`src/rtl/wh_vc_pkg.sv`:
```
package wh_vc_pkg;

  // Index of the lowest set bit; 0 when no bit is set.
  function automatic int first_set(input logic [31:0] v);
    int idx;
    idx = 0;
    for (int i = 31; i >= 0; i--) begin
      if (v[i]) idx = i;
    end
    return idx;
  endfunction

  // Next credit count: one back per return pulse, one spent per send, capped.
  function automatic int credit_step(input int cur, input logic give,
                                     input logic take, input int cap);
    int n;
    n = cur + (give ? 1 : 0);
    if (take && n > 0) n = n - 1;
    if (n > cap) n = cap;
    return n;
  endfunction

endpackage

```
`src/rtl/wh_vc_fifo.sv`:
```
module wh_vc_fifo #(
  parameter int W     = 34,
  parameter int DEPTH = 4
) (
  input  logic         clk,
  input  logic         rst_n,
  input  logic         push,
  input  logic         pop,
  input  logic [W-1:0] wdata,
  output logic [W-1:0] rdata,
  output logic         full,
  output logic         empty
);
  localparam int AW = (DEPTH > 1) ? $clog2(DEPTH) : 1;
  localparam int CW = $clog2(DEPTH + 1);

  logic [W-1:0]  mem [DEPTH];
  logic [AW-1:0] wr_ptr, rd_ptr;
  logic [CW-1:0] count;
  logic          do_push, do_pop;

  assign full    = (count == CW'(DEPTH));
  assign empty   = (count == '0);
  assign do_push = push && !full;
  assign do_pop  = pop && !empty;
  assign rdata   = mem[rd_ptr];

  always_ff @(posedge clk) begin
    if (do_push) mem[wr_ptr] <= wdata;
  end

  always_ff @(posedge clk or negedge rst_n) begin
    if (!rst_n) begin
      wr_ptr <= '0;
      rd_ptr <= '0;
      count  <= '0;
    end else begin
      if (do_push) wr_ptr <= (wr_ptr == AW'(DEPTH - 1)) ? '0 : wr_ptr + 1'b1;
      if (do_pop)  rd_ptr <= (rd_ptr == AW'(DEPTH - 1)) ? '0 : rd_ptr + 1'b1;
      case ({do_push, do_pop})
        2'b10:   count <= count + 1'b1;
        2'b01:   count <= count - 1'b1;
        default: count <= count;
      endcase
    end
  end
endmodule

```
`src/rtl/wh_vc_credit.sv`:
```
module wh_vc_credit #(
  parameter int MAX = 4
) (
  input  logic clk,
  input  logic rst_n,
  input  logic give,
  input  logic take,
  output logic has_credit
);
  import wh_vc_pkg::*;
  localparam int CW = $clog2(MAX + 1);

  logic [CW-1:0] cnt;

  assign has_credit = (cnt != '0);

  always_ff @(posedge clk or negedge rst_n) begin
    if (!rst_n) cnt <= CW'(MAX);
    else        cnt <= CW'(credit_step(int'(cnt), give, take, MAX));
  end
endmodule

```
`src/rtl/wh_vc_arb.sv`:
```
module wh_vc_arb #(
  parameter int N  = 4,
  parameter int VW = 2
) (
  input  logic          clk,
  input  logic          rst_n,
  input  logic [N-1:0]  elig,
  input  logic          sel_head,
  input  logic          sel_tail,
  output logic          grant_valid,
  output logic [VW-1:0] grant_vc,
  output logic          locked,
  output logic [VW-1:0] locked_vc
);
  import wh_vc_pkg::*;

  always_comb begin
    if (locked) begin
      grant_valid = elig[locked_vc];
      grant_vc    = locked_vc;
    end else begin
      grant_valid = |elig;
      grant_vc    = VW'(first_set(32'(elig)));
    end
  end

  always_ff @(posedge clk or negedge rst_n) begin
    if (!rst_n) begin
      locked    <= 1'b0;
      locked_vc <= '0;
    end else if (grant_valid) begin
      if (sel_tail) begin
        locked <= 1'b0;
      end else if (sel_head) begin
        locked    <= 1'b1;
        locked_vc <= grant_vc;
      end
    end
  end
endmodule

```
`src/rtl/wh_vc_port.sv`:
```
module wh_vc_port #(
  parameter int NUM_VC     = 4,
  parameter int FLIT_W     = 32,
  parameter int FIFO_DEPTH = 4,
  parameter int CREDIT_MAX = 4,
  localparam int VCW = (NUM_VC > 1) ? $clog2(NUM_VC) : 1
) (
  input  logic              clk,
  input  logic              rst_n,
  input  logic              in_valid,
  input  logic [VCW-1:0]    in_vc,
  input  logic              in_head,
  input  logic              in_tail,
  input  logic [FLIT_W-1:0] in_data,
  output logic [NUM_VC-1:0] in_ready,
  input  logic [NUM_VC-1:0] credit_ret,
  output logic              out_valid,
  output logic [VCW-1:0]    out_vc,
  output logic              out_head,
  output logic              out_tail,
  output logic [FLIT_W-1:0] out_data,
  output logic [NUM_VC-1:0] overflow
);
  localparam int EW = FLIT_W + 2;

  // Named internal events, visible to the bound checker.
  logic [NUM_VC-1:0] vc_full, vc_empty, has_credit, elig;
  logic [EW-1:0]     fifo_q [NUM_VC];
  logic [EW-1:0]     sel_flit;
  logic              send_fire;
  logic [VCW-1:0]    send_vc;
  logic              locked;
  logic [VCW-1:0]    locked_vc;

  for (genvar v = 0; v < NUM_VC; v++) begin : g_vc
    logic wr_hit, rd_hit;
    assign wr_hit = in_valid && (in_vc == VCW'(v));
    assign rd_hit = send_fire && (send_vc == VCW'(v));

    wh_vc_fifo #(.W(EW), .DEPTH(FIFO_DEPTH)) u_fifo (
      .clk   (clk),
      .rst_n (rst_n),
      .push  (wr_hit),
      .pop   (rd_hit),
      .wdata ({in_head, in_tail, in_data}),
      .rdata (fifo_q[v]),
      .full  (vc_full[v]),
      .empty (vc_empty[v])
    );

    wh_vc_credit #(.MAX(CREDIT_MAX)) u_credit (
      .clk        (clk),
      .rst_n      (rst_n),
      .give       (credit_ret[v]),
      .take       (rd_hit),
      .has_credit (has_credit[v])
    );

    always_ff @(posedge clk or negedge rst_n) begin
      if (!rst_n)                  overflow[v] <= 1'b0;
      else if (wr_hit && vc_full[v]) overflow[v] <= 1'b1;
    end
  end

  assign elig     = ~vc_empty & has_credit;
  assign in_ready = ~vc_full;
  assign sel_flit = fifo_q[send_vc];

  wh_vc_arb #(.N(NUM_VC), .VW(VCW)) u_arb (
    .clk         (clk),
    .rst_n       (rst_n),
    .elig        (elig),
    .sel_head    (sel_flit[EW-1]),
    .sel_tail    (sel_flit[EW-2]),
    .grant_valid (send_fire),
    .grant_vc    (send_vc),
    .locked      (locked),
    .locked_vc   (locked_vc)
  );

  always_ff @(posedge clk or negedge rst_n) begin
    if (!rst_n) begin
      out_valid <= 1'b0;
      out_vc    <= '0;
      out_head  <= 1'b0;
      out_tail  <= 1'b0;
      out_data  <= '0;
    end else begin
      out_valid <= send_fire;
      if (send_fire) begin
        out_vc   <= send_vc;
        out_head <= sel_flit[EW-1];
        out_tail <= sel_flit[EW-2];
        out_data <= sel_flit[FLIT_W-1:0];
      end
    end
  end
endmodule

```
`config.mk`:
```
export PLATFORM = sky130hd
export DESIGN_NAME = wh_vc_port
export DESIGN_NICKNAME = d
export VERILOG_FILES = /design/src/rtl/wh_vc_pkg.sv /design/src/rtl/wh_vc_fifo.sv /design/src/rtl/wh_vc_credit.sv /design/src/rtl/wh_vc_arb.sv /design/src/rtl/wh_vc_port.sv
export SDC_FILE = /design/constraint.sdc
export NUM_CORES = 1
export LEC_CHECK = 0
export BUFFER_PORTS_ARGS = -buffer_cell sky130_fd_sc_hd__buf_2
export CORE_MARGIN = 3
export CORE_UTILIZATION = 56
export DETAILED_ROUTE_END_ITERATION = 10
export GPL_TIMING_DRIVEN = 0
export PLACE_DENSITY_LB_ADDON = 0.08
export SLEW_MARGIN = 20
export SYNTH_ARGS = -nofsm -noshare
export SYNTH_HDL_FRONTEND = slang
export SYNTH_SLANG_ARGS = --single-unit
```
`constraint.sdc`:
```
create_clock -name clk -period 2.9 [get_ports clk]
set_clock_uncertainty 0.2 [all_clocks]
set_input_delay 0.58 -clock clk [delete_from_list [all_inputs] [get_ports clk]]
set_output_delay 0.58 -clock clk [all_outputs]
set_load 0.02 [all_outputs]
```
# ---- Word level (Yosys, flattened, before mapping)
# Memories as Yosys holds them, arrays and structs flattened.
# Index checks and enable logic that the tools add are counted.
dict set report totals {
  inputBits 43
  wordCells 191
  ram_bits 544
  reg_bits 84
  mem_count 4
}
dict set report classes {
  bitwise_logic 5
  muxes 45
  addsub 24
  n_eq_ne 26
  reduce_logical 50
  magnitude_cmp 10
}
# name words word_bits read_ports rd_clocked_by_memory_dff write_ports line_no
set mem_list {}
lappend mem_list {{g_vc[0].u_fifo.mem} 4 34 1 0 1 wh_vc_fifo.sv:17} ;# logic [W-1:0] mem [DEPTH];
lappend mem_list {{g_vc[1].u_fifo.mem} 4 34 1 0 1 wh_vc_fifo.sv:17}
lappend mem_list {{g_vc[2].u_fifo.mem} 4 34 1 0 1 wh_vc_fifo.sv:17}
lappend mem_list {{g_vc[3].u_fifo.mem} 4 34 1 0 1 wh_vc_fifo.sv:17}
# cell n
set ops {}
lappend ops {{4-bit by 32-bit adder with 32-bit output} 4}
lappend ops {{32-bit by 1-bit greater-than comparator with 1-bit output, second input constant} 4}
lappend ops {{32-bit by 4-bit greater-than comparator with 1-bit output, second input constant} 4}
lappend ops {{32-bit two-way mux} 4}
lappend ops {{32-bit by 2-bit subtractor with 32-bit output, second input constant} 4}
lappend ops {{34-bit binary-select mux with 2-bit select} 1}
lappend ops {{34-bit two-way mux} 2}
lappend ops {{2-bit equality test, second input constant} 16}
lappend ops {{2-bit two-way mux} 13}
lappend ops {{1-bit logical AND} 24}
lappend ops {{3-bit one-hot mux with 2 select lines} 4}
lappend ops {{2-bit by 1-bit adder with 2-bit output, second input constant} 8}
lappend ops {{1-bit two-way mux} 16}
lappend ops {{3-bit by 1-bit adder with 3-bit output, second input constant} 4}
lappend ops {{2-bit by 1-bit equality test with 1-bit output, second input constant} 6}
lappend ops {{3-bit equality test, second input constant} 4}
lappend ops {{3-bit zero test} 4}
lappend ops {{3-bit two-way mux} 4}
lappend ops {{3-bit nonzero test} 4}
lappend ops {{3-bit by 1-bit subtractor with 3-bit output, second input constant} 4}
lappend ops {{2-bit nonzero test} 5}
lappend ops {{1-bit zero test} 8}
lappend ops {{4-bit inverter} 2}
lappend ops {{4-bit AND} 1}
lappend ops {{other kinds (9)} 10}

# ---- Depth between registers and ports, before layout
# Gate-level depths: netlist of the first run.
dict set report logic_depth {
  word_depth 14
  ltp_mapped 13
  mapped_depth_nobuf 12
}

# ---- Cells and area by module
# A second synthesis of the first run with hierarchy kept.
dict set report unflattened {
  cells_unflattened 1320
  hier_area_um2 26016.2
}
# mod instances area_per_inst_um2 cells_per_inst seq_area_each_um2
set modules_own_cells {}
lappend modules_own_cells {wh_vc_fifo 4 5410.2 218 4259.1}
lappend modules_own_cells {wh_vc_port 1 2834.0 257 1026.0}
lappend modules_own_cells {wh_vc_credit 4 324.1 41 76.3}
lappend modules_own_cells {wh_vc_arb 1 245.2 27 75.1}

# ---- Worst setup path before layout of the first run
# OpenSTA, ideal clock, no wires.
dict set report synth_timing {
  path_type {register to register}
  start {register g_vc[0].u_fifo.count[1]}
  end {register g_vc[2].u_fifo.count[2]}
  setup_slack_ns -0.303
  synth_period_minus_slack_ns 3.203
  t_required_ns 2.621
  setup_time_ns 0.079
  arrival_ns 2.923
  path_stages_with_launch 13
  cell_sequence {dfrtp_1 or3_4 a2bb2o_4 o31ai_4 nand2_1 nor2_4 buf_2 ha_1 inv_1 fa_1 xor2_1 nor2_1 xor2_1}
}
dict set report synth_between {
  elab_chain_len 10
  word_cells_on_any_way 16
}
# element line_no
set synth_lines {}
lappend synth_lines {{start, declared} wh_vc_fifo.sv:19} ;# logic [CW-1:0] count;
lappend synth_lines {{start signal, assigned} wh_vc_fifo.sv:41} ;# 2'b10: count <= count + 1'b1;
lappend synth_lines {{start signal, assigned} wh_vc_fifo.sv:42} ;# 2'b01: count <= count - 1'b1;
lappend synth_lines {{start signal, assigned} wh_vc_fifo.sv:43} ;# default: count <= count;
lappend synth_lines {{3-bit zero test (*)} wh_vc_fifo.sv:23} ;# assign empty = (count == '0);
lappend synth_lines {{4-bit inverter (*)} wh_vc_port.sv:65} ;# assign elig = ~vc_empty & has_credit;
lappend synth_lines {{4-bit AND (*)} wh_vc_port.sv:65}
lappend synth_lines {{1-bit binary-select mux with 2-bit select / 2-bit two-way mux (equally long branches)} {wh_vc_arb.sv:19, wh_vc_pkg.sv:8}}
lappend synth_lines {{1-bit two-way mux (not written as such) / 2-bit two-way mux (equally long branches)} {wh_vc_arb.sv:19, wh_vc_arb.sv:18}}
lappend synth_lines {{1-bit two-way mux / 2-bit equality test (equally long branches)} {wh_vc_arb.sv:18, wh_vc_port.sv:38}}
lappend synth_lines {{1-bit logical AND (*)} wh_vc_port.sv:38} ;# assign rd_hit = send_fire && (send_vc == VCW'(v));
lappend synth_lines {{1-bit logical AND (*)} wh_vc_fifo.sv:25} ;# assign do_pop = pop && !empty;
lappend synth_lines {{net g_vc[2].u_fifo.do_pop} wh_vc_fifo.sv:20} ;# logic do_push, do_pop;
lappend synth_lines {{2-bit by 1-bit equality test with 1-bit output / 2-bit equality test (equally long branches)} wh_vc_fifo.sv:40} ;# case ({do_push, do_pop})
lappend synth_lines {{3-bit one-hot mux with 2 select lines / 2-bit nonzero test (equally long branches)} --}
lappend synth_lines {{end signal, assigned} wh_vc_fifo.sv:41}
lappend synth_lines {{end signal, assigned} wh_vc_fifo.sv:42}
lappend synth_lines {{end signal, assigned} wh_vc_fifo.sv:43}
lappend synth_lines {{end, declared} wh_vc_fifo.sv:19}
# The timed path passes the listed nets; every way through them passes the cells marked *. The select of a mux whose other input is x is not followed.
# A chain may end at the register's enable or synchronous reset.

# ---- Worst setup path after layout of the first run
dict set report layout_timing {
  start {register g_vc[2].u_fifo.count[0]}
  end {register g_vc[3].u_fifo.count[2]}
}
dict set report layout_between {
  elab_chain_len 12
  word_cells_on_any_way 18
}
# element line_no
set layout_lines {}
lappend layout_lines {{3-bit zero test (*)} wh_vc_fifo.sv:23}
lappend layout_lines {{4-bit inverter (*)} wh_vc_port.sv:65}
lappend layout_lines {{4-bit AND (*)} wh_vc_port.sv:65}
lappend layout_lines {{2-bit two-way mux (3 in series)} wh_vc_pkg.sv:8} ;# if (v[i]) idx = i;
lappend layout_lines {{2-bit two-way mux} wh_vc_arb.sv:18} ;# if (locked) begin
lappend layout_lines {{2-bit equality test} wh_vc_port.sv:38}
lappend layout_lines {{1-bit logical AND (*)} wh_vc_port.sv:38}
lappend layout_lines {{1-bit logical AND (*)} wh_vc_fifo.sv:25}
lappend layout_lines {{net g_vc[3].u_fifo.do_pop} wh_vc_fifo.sv:20}
lappend layout_lines {{2-bit by 1-bit equality test with 1-bit output / 2-bit equality test (equally long branches)} wh_vc_fifo.sv:40}
lappend layout_lines {{3-bit one-hot mux with 2 select lines / 2-bit nonzero test (equally long branches)} --}
lappend layout_lines {{end signal, assigned} wh_vc_fifo.sv:41}
lappend layout_lines {{end signal, assigned} wh_vc_fifo.sv:42}
lappend layout_lines {{end signal, assigned} wh_vc_fifo.sv:43}
lappend layout_lines {{end, declared} wh_vc_fifo.sv:19}
# Marks and branches as above.

==> metrics.cfg, run 1 <==
[setup_path]
cp_max_fo=10
crit_start=g_vc[2].u_fifo.count[0]
critPathKind=flip-flop to flip-flop
endpoint_kind=flip-flop
reg2reg_slack_ns=-0.14
worstPathRequired_ns=3.23
crit_arrival_ns=3.37
cp-start-kind=flip-flop
rr_startpoint=g_vc[2].u_fifo.count[0]

[yosys]
synth_area_leaders=edfxtp_1, mux4_2, dfrtp_1
synthFlopType=edfxtp_1
netlist_instances=1346
yosysTopAreaCellShare=0.645
yosys.area.top_type=edfxtp_1
syn_nets=1437
seq_area_frac_synth=0.728
ys_types=65
yosys_warnings=0
ys_seq_elements=628
syn_area_mm2=0.0253
ys_async_sr_fraction=0.134
avgSynthCellArea_um2=18.8
synth-edff-count=544

[global_routing]
grt_max_degree=65
antenna_found_initial=1
grt_pass1_wl_mm=84.4
grt_usage=0.242
grt.overflow.total=0
grt_pass1_vias=13500

[clocking]
htree_levels=2
cts.sinks=628
numCtsBuffers=61
tritoncts=yes
clk_pin_slew_ns=0.06
clk_path_buf_depth=3
cts_root_buffer=clkbuf_16
clk-insertion-delay-late_ns=0.61

[job]
cap_violations=0

[sta]
hold_violations=0
worst_pin_slew_ns=0.873
maxSlewHeadroom=0.418
rsz0062_at_grt=yes
final_max_slew_viol_count=0
fin_ws_ns=-0.139
fmax_ghz=0.329
period_share=1.05
fin_crit_ns=3.04
setup_viol=2

[placed_design]
dp_hpwl_mm=34.1
gp_congestion=0.764
port_buffers=87
place_area_mm2=0.0268

[min_path]
hp-class=input port to flip-flop
min_from=in_data[11]

[detailed_routing]
drtPass1Iterations=5
num_vias=13100
ant_nets=0
drt_iter0_drc=1219
drt_wl_total_mm=56.3
drcViolationCount=0
vias_per_cell=6.03
wl_per_cell_um=25.9

[die]
initial_core_util=0.570
die_area_mm2=0.0478
io_pins=88
die_y_um=219
rows=77
die_x_um=219
coreArea_mm2=0.0444

[power_and_ir_drop]
ir_drop_uv=587
power_w=0.0309
power.density_mw_per_mm2=1060
cellLeakagePower_nw=10.2

[final_layout]
multiInputGateArea_mm2=0.00663
fillers=3014
fin_util=0.658
fin_area_mm2=0.0292
nNetsFinal=1617
drive_above_1_share=0.292
area_growth_pct=15.3
ff_latch_area_mm2=0.0184

[outcome]
outcome=finished, violations left
violations=setup timing

area by class of cell:
cell class	count	share of cell area
diodes	1	0.0000857
well taps	592	0.0254
clock buffers	91	0.0607
multi-input cells	622	0.227
clock inverters	24	0.00818
repair buffers	119	0.0291
inverters	37	0.00476
flip-flops and latches	628	0.632
plain buffers	57	0.0132
what timing repair did:
item                                    4_1_cts  5_1_grt
pin swaps                                     6       13
endpoints found under the setup margin       49       41
resized for setup                            33       36
endpoints found under the hold margin        63        0
buffers inserted                              9       13
hold buffers                                  1        0
gates cloned                                  0        0
sequential cells by signal (all words and copies together) (netlist names), 2 cells and up:
| name | cells |
|---|---|
| g_vc.u_fifo.count | 12 |
| out_data | 32 |
| g_vc.u_credit.cnt | 12 |
| overflow | 4 |
| out_vc | 2 |
| g_vc.u_fifo.rd_ptr | 8 |
| g_vc.u_fifo.mem | 544 |
| g_vc.u_fifo.wr_ptr | 8 |
| u_arb.locked_vc | 2 |
path summary, 6_finish.rpt:
path,endpoint,cells after the start
max,g_vc[3].u_fifo.count[2],11
min,g_vc[0].u_fifo.mem[1][11],1
max reg2reg,g_vc[3].u_fifo.count[2],11
min reg2reg,overflow[0],1
max in group asynchronous,g_vc[0].u_credit.cnt[2],3
min in group asynchronous,overflow[2],2
synth_stat cells, drive strengths merged, types with 2 or more instances:
cell,number
nor3b,2
a21o,28
or3,9
o21a,2
o211ai,3
xor2,11
dfrtp,80
nand2b,2
mux2i,7
a211oi,22
a31oi,4
or2,7
nand3,12
edfxtp,544
o211a,3
o21ai,24
and2,34
a22oi,26
ha,44
a311oi,21
buf,31
xnor2,10
inv,37
dfstp,4
clkbuf,28
a21oi,13
a22o,2
o31ai,2
nor3,11
nand2,118
mux2,10
fa,4
o2bb2ai,2
mux4,137
and3,12
nor2,28
per-stage QoR:
stage / worst slack (ns) / hold slack (ns) / std cells / setup TNS, ns
2_1_floorplan: -0.139 / 0.0844 / 1346 / -0.316
3_3_place_gp: -0.837 / 0.237 / 2025 / -380.09
3_5_place_dp: -0.831 / 0.251 / 2034 / -13.96
4_1_cts: -0.150 / 0.106 / 2158 / -0.312
5_1_grt: -0.230 / 0.127 / 2170 / -1.39
6_report: -0.139 / 0.143 / 2171 / -0.250
critical path: stages (launching register included):
cell and delay (ns):
dfrtp_1 0.40, or3_4 0.43, a211oi_4 0.29, o221ai_4 0.19, buf_8 0.21, nor3_4 0.21
ha_2 0.23, inv_2 0.04, fa_2 0.33, xor2_1 0.14, nor2_1 0.14, xor2_1 0.15
cells in the final DEF (no fill, tap or decap), types with 25 or more instances in the layout:
cell type,count
a21o_1,27
a22oi_1,26
and2_1,30
buf_2,96
clkbuf_1,25
clkbuf_16,63
dfrtp_1,80
edfxtp_1,544
ha_1,41
inv_1,35
mux4_2,137
nand2_1,116
nor2_1,27
layer usage:
| layer | global-route usage | routed length, um | vias up |
|---|---|---|---|
| met4 | 0.0732 | 1480 | 0 |
| met5 | 0 | 0 | - |
| met2 | 0.390 | 27500 | 433 |
| met1 | 0.351 | 24100 | 6822 |
| met3 | 0.0336 | 3280 | 96 |
| li1 | - | - | 5738 |
cells by family (layout without fill, tap and decap cells):
group                    after synthesis  count (layout)  synth area share
multiplexers                         154             154             0.129
AO/OA/AOI/OAI                        161             161            0.0482
AND/OR/NAND/NOR                      238             238            0.0456
other                                  0               1                 0
buffers and inverters                 96             328            0.0171
flip-flops                           628             628             0.728
adder cells (fa/ha/maj)               48              48            0.0249
XOR/XNOR                              21              21           0.00726
report_power, final:
part / switching, W / leakage, nW / internal [W] / total [W]
Combinational: 0.00654 / 3.34 / 0.00496 / 0.0115
Sequential: 0.000555 / 5.91 / 0.0109 / 0.0115
Clock: 0.00325 / 0.990 / 0.00464 / 0.00790
Total: 0.0103 / 10.2 / 0.0205 / 0.0309
(Power assumes the default switching activity.)
==> inputs of run 2 (changes only) <==
--- a/config.mk
+++ b/config.mk
@@ -11,6 +11,7 @@
 export DETAILED_ROUTE_END_ITERATION = 10
 export GPL_TIMING_DRIVEN = 0
 export PLACE_DENSITY_LB_ADDON = 0.08
+export RECOVER_POWER = 25
 export SLEW_MARGIN = 20
 export SYNTH_ARGS = -nofsm -noshare
 export SYNTH_HDL_FRONTEND = slang
==> run 2 against run 1 <==
Compared with the run above:
- the flow still finishes with violations (setup timing)
- final area about the same
- fmax shrank 0.11%
- sequential share of layout area grew 0.062 points
- utilization decreased by 0.065 points
- total power about the same
- critical path type unchanged
- critical endpoint unchanged
==> metrics.cfg, run 2 (synthesis gave the netlist of run 1 again) <==
[die]
rows=77  ; unchanged
die_area_mm2=0.0478  ; unchanged
die_x_um=219  ; unchanged
initial_core_util=0.570  ; unchanged
coreArea_mm2=0.0444  ; unchanged
io_pins=88  ; unchanged
die_y_um=219  ; unchanged

[detailed_routing]
num_vias=13100  ; about the same
drcViolationCount=0  ; unchanged
ant_nets=0  ; unchanged
drt_wl_total_mm=56.4  ; was 56.3 mm
vias_per_cell=6.04  ; was 6.03
wl_per_cell_um=26.0  ; was 25.9 um
drt_iter0_drc=1204  ; was 1219
drtPass1Iterations=5  ; unchanged

[setup_path]
cp-start-kind=flip-flop  ; unchanged
rr_startpoint=g_vc[0].u_fifo.count[0]  ; was g_vc[2].u_fifo.count[0]
endpoint_kind=flip-flop  ; unchanged
crit_chain=or3_4, a2bb2o_4, o31a_1, buf_6, nor3_4, ha_2, inv_2, fa_2, xor2_1, nor2_1, xor2_1  ; was or3_4, a211oi_4, o221ai_4, buf_8, nor3_4, ha_2, inv_2, fa_2, xor2_1, nor2_1, xor2_1
crit_arrival_ns=3.38  ; was 3.37 ns
cp_slowest_cell=or3_4  ; unchanged
critPathMaxStageDelay_ns=0.43  ; about the same
critPathKind=flip-flop to flip-flop  ; unchanged
crit_start=g_vc[0].u_fifo.count[0]  ; was g_vc[2].u_fifo.count[0]
cp_max_fo=5  ; was 10
cp.buffers_inverters=2  ; unchanged
cpMostUsedCell=xor2_1  ; unchanged
worstPathRequired_ns=3.23  ; about the same
path_delay_family=simple AND/OR/NAND/NOR gates  ; unchanged

[final_layout]
fin_util=0.657  ; was 0.658
fin_area_mm2=0.0292  ; about the same
layout_commonest_cell=edfxtp_1  ; unchanged
drive_above_1_share=0.278  ; was 0.292
largest-register=g_vc.u_fifo.mem  ; unchanged
layout.cells.non_filler=2171  ; unchanged
fillers=3024  ; was 3014
nNetsFinal=1617  ; unchanged
largest_reg_flops=544  ; unchanged
area_growth_pct=15.2  ; was 15.3%
final_cell_mix=edfxtp_1, mux4_2, nand2_1  ; unchanged
top_regs=g_vc.u_fifo.mem (544), out_data (32)  ; unchanged

[clocking]
clk_pin_slew_ns=0.06  ; about the same
clk_path_buf_depth=3  ; unchanged
clk-insertion-delay-late_ns=0.61  ; about the same
cts_root_buffer=clkbuf_16  ; unchanged
cts.sinks=628  ; unchanged
numCtsBuffers=61  ; unchanged
tritoncts=yes  ; unchanged
htree_levels=2  ; unchanged

[outcome]
violations=setup timing  ; unchanged
outcome=finished, violations left  ; unchanged

[power_and_ir_drop]
share_seq_of_total_power=0.372  ; about the same
p_sw_frac=0.335  ; about the same
power_w=0.0309  ; about the same
p_int_w=0.0205  ; about the same
power.density_mw_per_mm2=1060  ; about the same
cellLeakagePower_nw=10.2  ; about the same
p_switching_w=0.0104  ; was 0.0103 W
ir_drop_uv=588  ; was 587 uV
clockPowerShare=0.256  ; about the same
comb_power_share=0.372  ; about the same

[sta]
maxSlewHeadroom=0.418  ; about the same
rsz0062_at_grt=yes  ; unchanged
fin_ws_ns=-0.143  ; was -0.139 ns
hold_violations=0  ; unchanged
setup_viol=2  ; unchanged
fmax_ghz=0.329  ; about the same
fin_crit_ns=3.04  ; about the same
worst_pin_slew_ns=0.872  ; was 0.873 ns
period_share=1.05  ; about the same
final_max_slew_viol_count=0  ; unchanged
fin_tns_setup_ns=-0.256  ; was -0.250 ns

[global_routing]
grt.overflow.total=0  ; unchanged
grt_pass1_wl_mm=84.4  ; unchanged
grt_usage=0.242  ; unchanged
grt_pass1_vias=13500  ; unchanged
grt_max_degree=65  ; unchanged
antenna_found_initial=1  ; unchanged

[min_path]
hp-class=input port to flip-flop  ; unchanged
min_from=in_data[18]  ; was in_data[11]

[placed_design]
dp_cells=2034  ; unchanged
dp_hpwl_mm=34.1  ; unchanged
place_area_mm2=0.0268  ; unchanged
port_buffers=87  ; unchanged
gp_congestion=0.764  ; unchanged

[job]
cap_violations=0  ; unchanged

[run 2: cell types whose count changed in the layout (fill, tap and decap cells not counted), sizes merged]
cell,before,now
buf,137,114
clkbuf,127,150
[run 2: final timing paths]
path                                              to  slack [ns]  cells past startpoint
max                          g_vc[3].u_fifo.count[2]       -0.14                     11
min                        g_vc[2].u_fifo.mem[2][18]        0.16                      1
max reg2reg                  g_vc[3].u_fifo.count[2]       -0.14                     11
min reg2reg                              overflow[2]        0.27                      1
max in group asynchronous    g_vc[3].u_credit.cnt[2]        1.61                      3
min in group asynchronous                overflow[2]        0.22                      2
[run 2: what timing repair did]
item,CTS,global route
hold buffers,1,0
resized for setup,33,36
setup buffers,9,13
setup endpoints to repair,49,41
endpoints found under the hold margin,63,0
pin swaps,6,13
[run 2: stage by stage]
step	setup slack (ns)	hold WS (ns)
floorplan	-0.139	0.0844
global placement	-0.837	0.237
detailed placement	-0.831	0.251
CTS	-0.150	0.106
global route	-0.230	0.158
finish	-0.143	0.157
[run 2: power by group through the flow]
stage	combinational (W)	clock, W	sequential (W)
detailed placement	0.0109	0	0.0117
CTS	0.0112	0.00802	0.0115
global route	0.0125	0.00840	0.0116
finish	0.0115	0.00790	0.0115
floorplan	0.00727	0	0.0119
global placement	0.0106	0	0.0116
[run 2: metal layers]
metal,track usage,vias to the layer above,wire length (um),share of wire
met5,0,-,0,0
met1,0.351,6846,24100,0.43
met4,0.0732,0,1520,0.027
met3,0.0336,95,3350,0.059
met2,0.390,427,27500,0.49
li1,-,5735,-,-
[run 2: final cells by class]
cell class | count | area, um2 | area share
diodes | 1 | 2.50 | 0.0000858
well taps | 592 | 741 | 0.0254
clock buffers | 91 | 1770 | 0.0607
flip-flops and latches | 628 | 18400 | 0.632
inverters | 37 | 139 | 0.00476
clock inverters | 24 | 239 | 0.00819
plain buffers | 57 | 385 | 0.0132
repair buffers | 119 | 822 | 0.0282
multi-input cells | 622 | 6630 | 0.227
==> inputs of run 3 (changes only) <==
--- a/config.mk
+++ b/config.mk
@@ -15,4 +15,6 @@
 export SLEW_MARGIN = 20
 export SYNTH_ARGS = -nofsm -noshare
 export SYNTH_HDL_FRONTEND = slang
+export SYNTH_HIERARCHICAL = 1
 export SYNTH_SLANG_ARGS = --single-unit
+export TNS_END_PERCENT = 50
==> run 3 against run 2 <==
Compared with the run above:
- the flow still finishes with violations (setup timing)
- clock power rose by 2.9%
- final area grew 4.3%
- critical path depth up 6
- flip-flop and latch count unchanged
- global-route usage up 1.3 points
- critical endpoint is now g_vc[1].u_fifo/count[2]
- die area is 2.6% higher
==> metrics.cfg, run 3 <==
[global_routing]
grt_max_degree=54  ; was 65
grt_pass1_vias=13500  ; about the same
grt_pass1_wl_mm=90.0  ; was 84.4 mm
grt_usage=0.255  ; was 0.242
antenna_found_initial=3  ; was 1
grt.overflow.total=0  ; unchanged

[die]
die_x_um=222  ; was 219 um
io_pins=88  ; unchanged
die_area_mm2=0.0491  ; was 0.0478 mm2
coreArea_mm2=0.0457  ; was 0.0444 mm2
rows=78  ; was 77
die_y_um=222  ; was 219 um
initial_core_util=0.570  ; about the same

[setup_path]
reg2reg_to=g_vc[1].u_fifo/count[2]  ; was g_vc[3].u_fifo.count[2]
crit_start=g_vc[2].u_credit/cnt[0]  ; was g_vc[0].u_fifo.count[0]
critPathKind=flip-flop to flip-flop  ; unchanged
worstRegToRegCells=17  ; was 11
crit_arrival_ns=3.60  ; was 3.38 ns
endpoint=g_vc[1].u_fifo/count[2]  ; was g_vc[3].u_fifo.count[2]
cp-start-kind=flip-flop  ; unchanged
rr_startpoint=g_vc[2].u_credit/cnt[0]  ; was g_vc[0].u_fifo.count[0]
worstPathRequired_ns=3.16  ; was 3.23 ns
cp_max_fo=5  ; unchanged
reg2reg_slack_ns=-0.43  ; was -0.14 ns
endpoint_kind=flip-flop  ; unchanged

[yosys]
seq_area_frac_synth=0.709  ; was 0.728
yosysTopAreaCellShare=0.628  ; was 0.645
netlist_top_cells_count=edfxtp_1, mux4_2, dfrtp_1  ; was edfxtp_1, mux4_2, nand2_1
syn_nets=1403  ; was 1437
synth-edff-count=544  ; unchanged
yosys.area.top_type=edfxtp_1  ; unchanged
synth.most_common_cell=edfxtp_1  ; unchanged
netlist_instances=1320  ; was 1346
ys_seq_elements=628  ; unchanged
synth_area_leaders=edfxtp_1, mux4_2, dfrtp_1  ; unchanged
ys_async_sr_fraction=0.134  ; unchanged
ys_types=49  ; was 65
syn_area_mm2=0.0260  ; was 0.0253 mm2
avgSynthCellArea_um2=19.7  ; was 18.8 um2
yosys_warnings=6  ; was 0
synthFlopType=edfxtp_1  ; unchanged

[detailed_routing]
drt_iter0_drc=1158  ; was 1204
vias_per_cell=6.09  ; was 6.04
drt_wl_total_mm=62.1  ; was 56.4 mm
ant_nets=0  ; unchanged
wl_per_cell_um=28.5  ; was 26.0 um
drcViolationCount=0  ; unchanged
num_vias=13300  ; was 13100
drtPass1Iterations=7  ; was 5

[outcome]
violations=setup timing  ; unchanged
outcome=finished, violations left  ; unchanged

[final_layout]
fin_util=0.666  ; was 0.657
multiInputGateArea_mm2=0.00729  ; was 0.00663 mm2
top_regs=g_vc.u_fifo/mem (544), out_data (32)  ; was g_vc.u_fifo.mem (544), out_data (32)
largest_reg_flops=544  ; unchanged
layout_commonest_cell=edfxtp_1  ; unchanged
final_cell_mix=edfxtp_1, mux4_2, dfrtp_1  ; was edfxtp_1, mux4_2, nand2_1
fin_area_mm2=0.0304  ; was 0.0292 mm2
drive_above_1_share=0.343  ; was 0.278
largest-register=g_vc.u_fifo/mem  ; was g_vc.u_fifo.mem
ff_latch_area_mm2=0.0184  ; unchanged
fillers=3070  ; was 3024
nNetsFinal=1609  ; was 1617
area_growth_pct=16.9  ; was 15.2%

[sta]
setup_viol=55  ; was 2
maxSlewHeadroom=0.479  ; was 0.418
hold_violations=0  ; unchanged
worst_pin_slew_ns=0.781  ; was 0.872 ns
holdWs_ns=0.177  ; was 0.157 ns
final_max_slew_viol_count=0  ; unchanged
fin_ws_ns=-0.433  ; was -0.143 ns
fin_crit_ns=3.33  ; was 3.04 ns
fin_tns_setup_ns=-12.01  ; was -0.256 ns
rsz0062_at_grt=yes  ; unchanged
fmax_ghz=0.300  ; was 0.329 GHz
period_share=1.15  ; was 1.05

[placed_design]
gp_congestion=0.791  ; was 0.764
place_area_mm2=0.0275  ; was 0.0268 mm2
dp_hpwl_mm=34.1  ; about the same
port_buffers=87  ; unchanged

[power_and_ir_drop]
power_w=0.0345  ; was 0.0309 W
power.density_mw_per_mm2=1140  ; was 1060 mW/mm2
cellLeakagePower_nw=10.5  ; was 10.2 nW
ir_drop_uv=714  ; was 588 uV

[clocking]
tritoncts=yes  ; unchanged
htree_levels=3  ; was 2
cts_root_buffer=clkbuf_16  ; unchanged
cts.sinks=628  ; unchanged
numCtsBuffers=66  ; was 61
clk-insertion-delay-late_ns=0.59  ; was 0.61 ns
clk_path_buf_depth=3  ; unchanged
clk_pin_slew_ns=0.06  ; about the same

[job]
cap_violations=0  ; unchanged

[min_path]
hp-class=input port to flip-flop  ; unchanged

-- run 3: cell count changes in the layout (fill, tap and decap cells not counted), sizes merged, moves of 24 or more --
cell | previous run | this run
a21o | 28 | 4
clkbuf | 150 | 118
nand2 | 118 | 12
a221oi | 0 | 31
nor2 | 28 | 65
mux2i | 7 | 35
o21a | 2 | 31
buf | 114 | 166
nor2b | 1 | 50
a22oi | 26 | 0
-- run 3: kinds of logic (layout without fill, tap and decap cells) --
group,Yosys count,count (layout),share of synthesized area
AOI/OAI and AO/OA,129,129,0.0444
xor gates and xnor gates,12,12,0.00404
adders and majority gates,40,40,0.0204
buffers and inverters,110,368,0.0307
DFF,628,628,0.709
muxes,198,198,0.148
other,0,1,0
and+or+nand+nor,203,203,0.0439
-- run 3: where the power goes --
group          internal, W  leakage, nW  switching [W]
Sequential          0.0110         5.90       0.000626
Combinational      0.00706         3.64        0.00775
Clock              0.00478         1.01        0.00335
-- run 3: stage by stage --
step / worst slack [ns] / instances
2_1_floorplan: -0.634 / 1320
3_3_place_gp: -1.35 / 2007
3_5_place_dp: -1.40 / 2009
4_1_cts: -0.455 / 2166
5_1_grt: -0.536 / 2178
6_report: -0.433 / 2179
-- run 3: worst max-delay path: stages (launching register included) --
cell      delay [ns]
dfrtp_1         0.38
or3_4           0.38
nor2b_4         0.14
or4_4           0.55
o22ai_4         0.23
nor2_4          0.08
buf_12          0.14
and2_4          0.14
nand2b_4        0.12
inv_8           0.04
nand2b_4        0.06
inv_2           0.04
ha_4            0.15
inv_2           0.04
fa_2            0.18
xor2_1          0.13
nor2_1          0.07
xor2_1          0.13
-- run 3: repair_timing --
action                     CTS  global route
buffers inserted            38            18
hold buffers                 1             0
resized for setup           72            54
cloned                       2             1
setup endpoints to repair   69            64
hold endpoints to repair    31             0
pin swaps                   23            36
-- run 3: metal layers --
metal,GRT usage,share of wire
met3,0.0450,0.070
met4,0.0729,0.023
met2,0.409,0.49
met1,0.369,0.42
met5,0,0
-- run 3: how the worst min path moves through the flow --
stage	start	cells after the start	slack, ns	endpoint
4_1_cts	in_data[24]	1	0.13	g_vc[1].u_fifo/mem[0][24]
2_1_floorplan	rst_n	0	0.08	g_vc[0].u_credit/cnt[0]
5_1_grt	in_data[1]	1	0.19	g_vc[1].u_fifo/mem[1][1]
6_report	in_vc[0]	3	0.18	overflow[2]
3_3_place_gp	overflow[3]	1	0.24	overflow[3]
3_5_place_dp	overflow[1]	1	0.25	overflow[1]
-- run 3: final cells by class --
type,count,share of cell area
antenna,1,0.0000823
buffer,48,0.0200
clock buffer,91,0.0601
clock inverter,29,0.00823
inverter,54,0.00724
multi-input combinational,582,0.240
sequential,628,0.606
tap,600,0.0247
timing repair buffer,146,0.0339
